==> src/rtl/rx_dma_runctl_pkg.sv <==
package rx_dma_runctl_pkg;
  typedef enum logic [2:0] {
    ST_STOPPED   = 3'd0,
    ST_FETCH     = 3'd1,
    ST_WAIT_PKT  = 3'd2,
    ST_RECEIVE   = 3'd3,
    ST_CLOSE     = 3'd4,
    ST_SUSPENDED = 3'd5
  } rx_state_e;
endpackage

==> src/rtl/rx_dma_ptr.sv <==
module rx_dma_ptr #(
  parameter int AW         = 32,
  parameter int DESC_BYTES = 16
) (
  input  logic          clk_i,
  input  logic          rst_ni,
  input  logic          base_wr_i,
  input  logic [AW-1:0] base_addr_i,
  input  logic          load_i,
  input  logic          adv_i,
  output logic          base_valid_o,
  output logic [AW-1:0] cur_ptr_o
);
  localparam logic [AW-1:0] STEP = AW'(DESC_BYTES);

  logic [AW-1:0] base_q, ptr_q;
  logic          valid_q, fresh_q;

  always_ff @(posedge clk_i or negedge rst_ni) begin
    if (!rst_ni) begin
      base_q  <= '0;
      ptr_q   <= '0;
      valid_q <= 1'b0;
      fresh_q <= 1'b0;
    end else begin
      if (load_i) begin
        // fresh base wins over the kept position
        if (fresh_q) ptr_q <= base_q;
        fresh_q <= 1'b0;
      end else if (adv_i) begin
        ptr_q <= ptr_q + STEP;
      end
      if (base_wr_i) begin
        base_q  <= base_addr_i;
        valid_q <= 1'b1;
        fresh_q <= 1'b1;
      end
    end
  end

  assign base_valid_o = valid_q;
  assign cur_ptr_o    = ptr_q;
endmodule

==> src/rtl/rx_dma_fsm.sv <==
module rx_dma_fsm
  import rx_dma_runctl_pkg::*;
(
  input  logic      clk_i,
  input  logic      rst_ni,
  input  logic      run_i,
  input  logic      base_valid_i,
  input  logic      poll_i,
  input  logic      fetch_ack_i,
  input  logic      desc_owned_i,
  input  logic      frame_start_i,
  input  logic      frame_end_i,
  input  logic      close_ack_i,
  output rx_state_e state_o,
  output logic      load_o,
  output logic      adv_o,
  output logic      rx_done_o,
  output logic      rx_unavail_o,
  output logic      rx_stopped_o,
  output logic      start_err_o
);
  rx_state_e state_q, state_d;
  logic run_q;
  logic done_d, unav_d, stop_d, err_d;

  always_comb begin
    state_d = state_q;
    load_o  = 1'b0;
    adv_o   = 1'b0;
    done_d  = 1'b0;
    unav_d  = 1'b0;
    stop_d  = 1'b0;
    err_d   = 1'b0;
    unique case (state_q)
      ST_STOPPED: begin
        if (run_i && base_valid_i) begin
          state_d = ST_FETCH;
          load_o  = 1'b1;
        end else if (run_i && !run_q) begin
          err_d = 1'b1;
        end
      end
      ST_FETCH: begin
        if (fetch_ack_i) begin
          if (desc_owned_i) state_d = ST_WAIT_PKT;
          else begin
            state_d = ST_SUSPENDED;
            unav_d  = 1'b1;
          end
        end
      end
      ST_WAIT_PKT: begin
        if (!run_i) begin
          state_d = ST_STOPPED;
          stop_d  = 1'b1;
        end else if (frame_start_i) begin
          state_d = ST_RECEIVE;
        end
      end
      ST_RECEIVE: if (frame_end_i) state_d = ST_CLOSE;
      ST_CLOSE: begin
        if (close_ack_i) begin
          state_d = ST_FETCH;
          adv_o   = 1'b1;
          done_d  = 1'b1;
        end
      end
      ST_SUSPENDED: begin
        if (!run_i) begin
          state_d = ST_STOPPED;
          stop_d  = 1'b1;
        end else if (poll_i) begin
          state_d = ST_FETCH;
        end
      end
      default: state_d = ST_STOPPED;
    endcase
  end

  always_ff @(posedge clk_i or negedge rst_ni) begin
    if (!rst_ni) begin
      state_q      <= ST_STOPPED;
      run_q        <= 1'b0;
      rx_done_o    <= 1'b0;
      rx_unavail_o <= 1'b0;
      rx_stopped_o <= 1'b0;
      start_err_o  <= 1'b0;
    end else begin
      state_q      <= state_d;
      run_q        <= run_i;
      rx_done_o    <= done_d;
      rx_unavail_o <= unav_d;
      rx_stopped_o <= stop_d;
      start_err_o  <= err_d;
    end
  end

  assign state_o = state_q;
endmodule

==> src/rtl/rx_dma_runctl.sv <==
module rx_dma_runctl
  import rx_dma_runctl_pkg::*;
#(
  parameter int AW         = 32,
  parameter int DESC_BYTES = 16
) (
  input  logic          clk_i,
  input  logic          rst_ni,
  input  logic          run_i,
  input  logic          base_wr_i,
  input  logic [AW-1:0] base_addr_i,
  input  logic          poll_i,
  output logic          fetch_req_o,
  output logic [AW-1:0] fetch_addr_o,
  input  logic          fetch_ack_i,
  input  logic          desc_owned_i,
  input  logic          frame_start_i,
  input  logic          frame_end_i,
  output logic          close_req_o,
  input  logic          close_ack_i,
  output logic [2:0]    state_o,
  output logic [AW-1:0] cur_ptr_o,
  output logic          rx_done_o,
  output logic          rx_unavail_o,
  output logic          rx_stopped_o,
  output logic          start_err_o
);
  rx_state_e st;
  logic      load, adv, base_valid;

  rx_dma_fsm u_fsm (
    .clk_i, .rst_ni, .run_i,
    .base_valid_i (base_valid),
    .poll_i, .fetch_ack_i, .desc_owned_i,
    .frame_start_i, .frame_end_i, .close_ack_i,
    .state_o      (st),
    .load_o       (load),
    .adv_o        (adv),
    .rx_done_o, .rx_unavail_o, .rx_stopped_o, .start_err_o
  );

  rx_dma_ptr #(.AW(AW), .DESC_BYTES(DESC_BYTES)) u_ptr (
    .clk_i, .rst_ni, .base_wr_i, .base_addr_i,
    .load_i       (load),
    .adv_i        (adv),
    .base_valid_o (base_valid),
    .cur_ptr_o
  );

  assign state_o      = st;
  assign fetch_req_o  = (st == ST_FETCH);
  assign close_req_o  = (st == ST_CLOSE);
  assign fetch_addr_o = cur_ptr_o;
endmodule

==> config.mk <==
export PLATFORM = sky130hd
export DESIGN_NAME = rx_dma_runctl
export DESIGN_NICKNAME = d
export VERILOG_FILES = /design/src/rtl/rx_dma_runctl_pkg.sv /design/src/rtl/rx_dma_ptr.sv /design/src/rtl/rx_dma_fsm.sv /design/src/rtl/rx_dma_runctl.sv
export SDC_FILE = /design/constraint.sdc
export NUM_CORES = 1
export LEC_CHECK = 0
export ABC_CLOCK_PERIOD_IN_PS = 1600
export BUFFER_PORTS_ARGS = -buffer_cell sky130_fd_sc_hd__buf_2
export CAP_MARGIN = 20
export CORE_MARGIN = 10
export CORE_UTILIZATION = 25
export DETAILED_ROUTE_END_ITERATION = 8
export GPL_TIMING_DRIVEN = 0
export PLACE_DENSITY_LB_ADDON = 0.2
export SLEW_MARGIN = 20
export SYNTH_ARGS = -nofsm -noshare
export SYNTH_HDL_FRONTEND = slang
export SYNTH_SLANG_ARGS = --single-unit
==> constraint.sdc <==
create_clock -name clk_i -period 1.6 [get_ports clk_i]
set_input_delay 0.16 -clock clk_i [delete_from_list [all_inputs] [get_ports clk_i]]
set_output_delay 0.16 -clock clk_i [all_outputs]
set_load 0.02 [all_outputs]
==> results_dict.tcl <==
set metrics [dict create \
    met2_usage 0.205 \
    end_kind "flip-flop" \
    p_seq_frac 0.274 \
    place_ws_ns -0.490 \
    place.gp.congestion 0.844 \
    startpoint "u_fsm.state_o[0]$_DFFE_PN0P_" \
    cts_buffer_depth 2 \
    ys_types 69 \
    synthMuxAreaShare 0.0954 \
    maxCapViolCount 0 \
    irDropWorstVdd_uv 750 \
    synth_area_leader_cell "dfrtp_1" \
    yosys_warnings 0 \
    dieArea_mm2 0.0210 \
    relSlewSlack 0.525 \
    grt.busiest_layer "met2" \
    yosys-top-cells-count "dfrtp_1, nand2_1, buf_4" \
    pin_count 115 \
    synthTopCellsByArea "dfrtp_1, mux2_2, buf_4, nand2_1, o21ai_0" \
    cts_tree "yes" \
    synth-xor-area-share 0 \
    grt_util_met1 0.171 \
    wl_per_cell_um 17.6 \
    status "finished, violations left" \
    yosys.area_share.simple 0.179 \
    startpoint_type "flip-flop" \
    fin_ws_ns -0.0874 \
    grt_usage 0.131 \
    num_antenna_cells 0 \
    cts_root_buf "clkbuf_16" \
    comb_power_share 0.558 \
    grt_first_pass_wirelength_um 20900 \
    synth_compound_area_frac 0.151 \
    p_total_mw 11.3 \
    period_share 1.05 \
    yosys.area_share.adder 0.00321 \
    regToRegStartpoint "u_fsm.state_o[0]$_DFFE_PN0P_" \
    grt_max_degree 46 \
    worstHoldPathType "primary input to flip-flop" \
    antenna_found_initial 0 \
    multiInputGateArea_mm2 0.00205 \
    critPathMaxFanout 7 \
    drive_above_1_share 0.644 \
    start_util 0.255 \
    dp_hpwl_um 9200 \
    yosysMostFrequentCell "dfrtp_1" \
    ant_nets 0 \
    p_switching_mw 4.73 \
    clkPwrFrac 0.167 \
    switching_share 0.420 \
    stdcell_area_mm2 0.00611 \
    via_count 3658 \
    hold_viol_final 0 \
    synth_nets 420 \
    violations "negative setup slack" \
    slew_violations 0 \
    nets 606 \
    firstDrtPassIters 4 \
    use_met3 0.0319 \
    rsz0062_at_grt "true" \
    leakagePower_nw 2.72 \
    path_class "flip-flop to flip-flop" \
    synth.top_cell.area_share 0.475 \
    avgSynthCellArea_um2 10.3 \
    die_y_um 145 \
    fin_tns_setup_ns -0.610 \
    via_per_inst 4.70 \
    grt-ovfl-total 0 \
    ys.flop_type "dfrtp_1" \
    async_flop_share 1.00 \
    routed_wl_um 13700 \
    tightestPinTransition_ns 0.713 \
    clock_latency_ns 0.34 \
    synth_top_family_by_area "simple AND/OR/NAND/NOR gates" \
    portBuffers 113 \
    intPower_mw 6.53 \
    cts.sinks 74 \
    synth_edf_count 0 \
    min_from "desc_owned_i" \
    synth_seq_cells 74 \
    row_count 45 \
    grt_pass1_vias 3667 \
    seqCellArea_mm2 0.00188 \
    synth_area_mm2 0.00390 \
    numCtsBuffers 9 \
    n_fill_cell 1501 \
    drt_iter0_markers 147 \
    setup_viol 16 \
    max_clock_freq_mhz 593 \
    drc 0 \
    ys_seq_area_frac 0.475 \
    dpl_cell_area_mm2 0.00489 \
    syn_inst 377 \
    required_ns 1.87 \
    period_minus_slack_ns 1.69 \
    finalClockSkew_ns 0.00876 \
    htreeDepth 3 \
    cp.arrival_ns 1.96 \
    area_delta_synth_final_pct 56.8 \
    design.core.area_mm2 0.0153 \
    powerDensity_mw_per_mm2 1840 \
    clk_pin_slew_ns 0.05 \
    die_x_um 145 \
]
[cells in the final DEF (no fill, tap or decap), drive strengths merged, types with 3 or more instances in the layout]
| master | count |
|---|---|
| a22oi | 4 |
| o21ai | 21 |
| o311ai | 5 |
| o22ai | 7 |
| nand2 | 47 |
| inv | 4 |
| and3 | 4 |
| nor3b | 4 |
| a21o | 3 |
| a31oi | 4 |
| buf | 216 |
| nor4b | 3 |
| nor3 | 4 |
| o22a | 4 |
| mux2 | 33 |
| nand4 | 6 |
| clkinv | 4 |
| dfrtp | 74 |
| nor2 | 20 |
| clkbuf | 22 |
| a311oi | 4 |
| and4 | 3 |
| nand3 | 17 |
| a21oi | 16 |
| and2 | 4 |
[power groups by stage]
stage	clock network, mW	logic [mW]	registers [mW]
6_report	1.89	6.29	3.09
5_1_grt	2.03	6.77	3.17
4_1_cts	1.96	5.89	3.07
3_5_place_dp	0	4.52	3.21
3_3_place_gp	0	4.49	3.17
2_1_floorplan	0	2.68	3.50
[stage by stage]
step                cells  hold slack (ns)  utilization
finish                779           0.0462        0.400
global route          779           0.0504        0.400
CTS                   763           0.0121        0.384
detailed placement    702            0.133        0.321
global placement      701            0.353        0.319
floorplan             377           -0.136            -
[kinds of logic after synthesis]
family          after synthesis
compound gates               87
buf+inv                      58
fa+ha+maj                     1
mux                          33
flops                        74
simple gates                124
[layout make-up]
class                      count  area share
buffer                        50      0.0743
clock buffer                  13      0.0426
clock inverter                 3     0.00246
inverter                       5     0.00389
multi-input combinational    246       0.336
sequential                    74       0.308
tap                          211      0.0432
timing repair buffer         177       0.190
[metal layers]
metal,vias to the layer above,wire length (um),share of wire
li1,1715,-,-
met1,1815,6010,0.44
met2,113,6640,0.48
met3,15,923,0.067
met4,0,174,0.013
met5,-,0,0
[worst max-delay path, stage by stage (launching register included)]
cell and delay [ns]:
dfrtp_2 0.47, buf_6 0.16, nor3b_2 0.15, o21bai_1 0.21, o2111ai_2 0.16, or3b_4 0.40, nand3_2 0.06
[timing repair]
item | 4_1_cts | 5_1_grt
setup endpoints to repair | 36 | 36
buffers inserted | 37 | 19
pin swaps | 42 | 25
cloned | 6 | 0
hold buffers | 2 | 0
gates resized for setup | 88 | 40
hold endpoints to repair | 30 | 0
[registers in the layout, indices dropped and copies added (netlist names)]
name and cells:
u_fsm.rx_unavail_o 1, u_ptr.cur_ptr_o 32, u_ptr.fresh_q 1, u_fsm.rx_stopped_o 1, u_fsm.rx_done_o 1, u_fsm.run_q 1
u_fsm.state_o 3, u_ptr.base_valid_o 1, u_ptr.base_q 32, u_fsm.start_err_o 1
[path summary, 6_finish.rpt]
kind / slack [ns] / cells past startpoint / to
setup / recovery: -0.09 / 6 / u_fsm.state_o[0]$_DFFE_PN0P_
hold / removal: 0.05 / 2 / u_fsm.rx_unavail_o$_DFF_PN0_
setup reg to reg: -0.09 / 6 / u_fsm.state_o[0]$_DFFE_PN0P_
hold reg to reg: 0.40 / 1 / u_fsm.start_err_o$_DFF_PN0_
max in group asynchronous: 0.70 / 3 / u_fsm.state_o[2]$_DFFE_PN0P_
min in group asynchronous: 0.31 / 2 / u_ptr.base_q[14]$_DFFE_PN0P_
No activity file was read; power rests on OpenSTA's default activity.
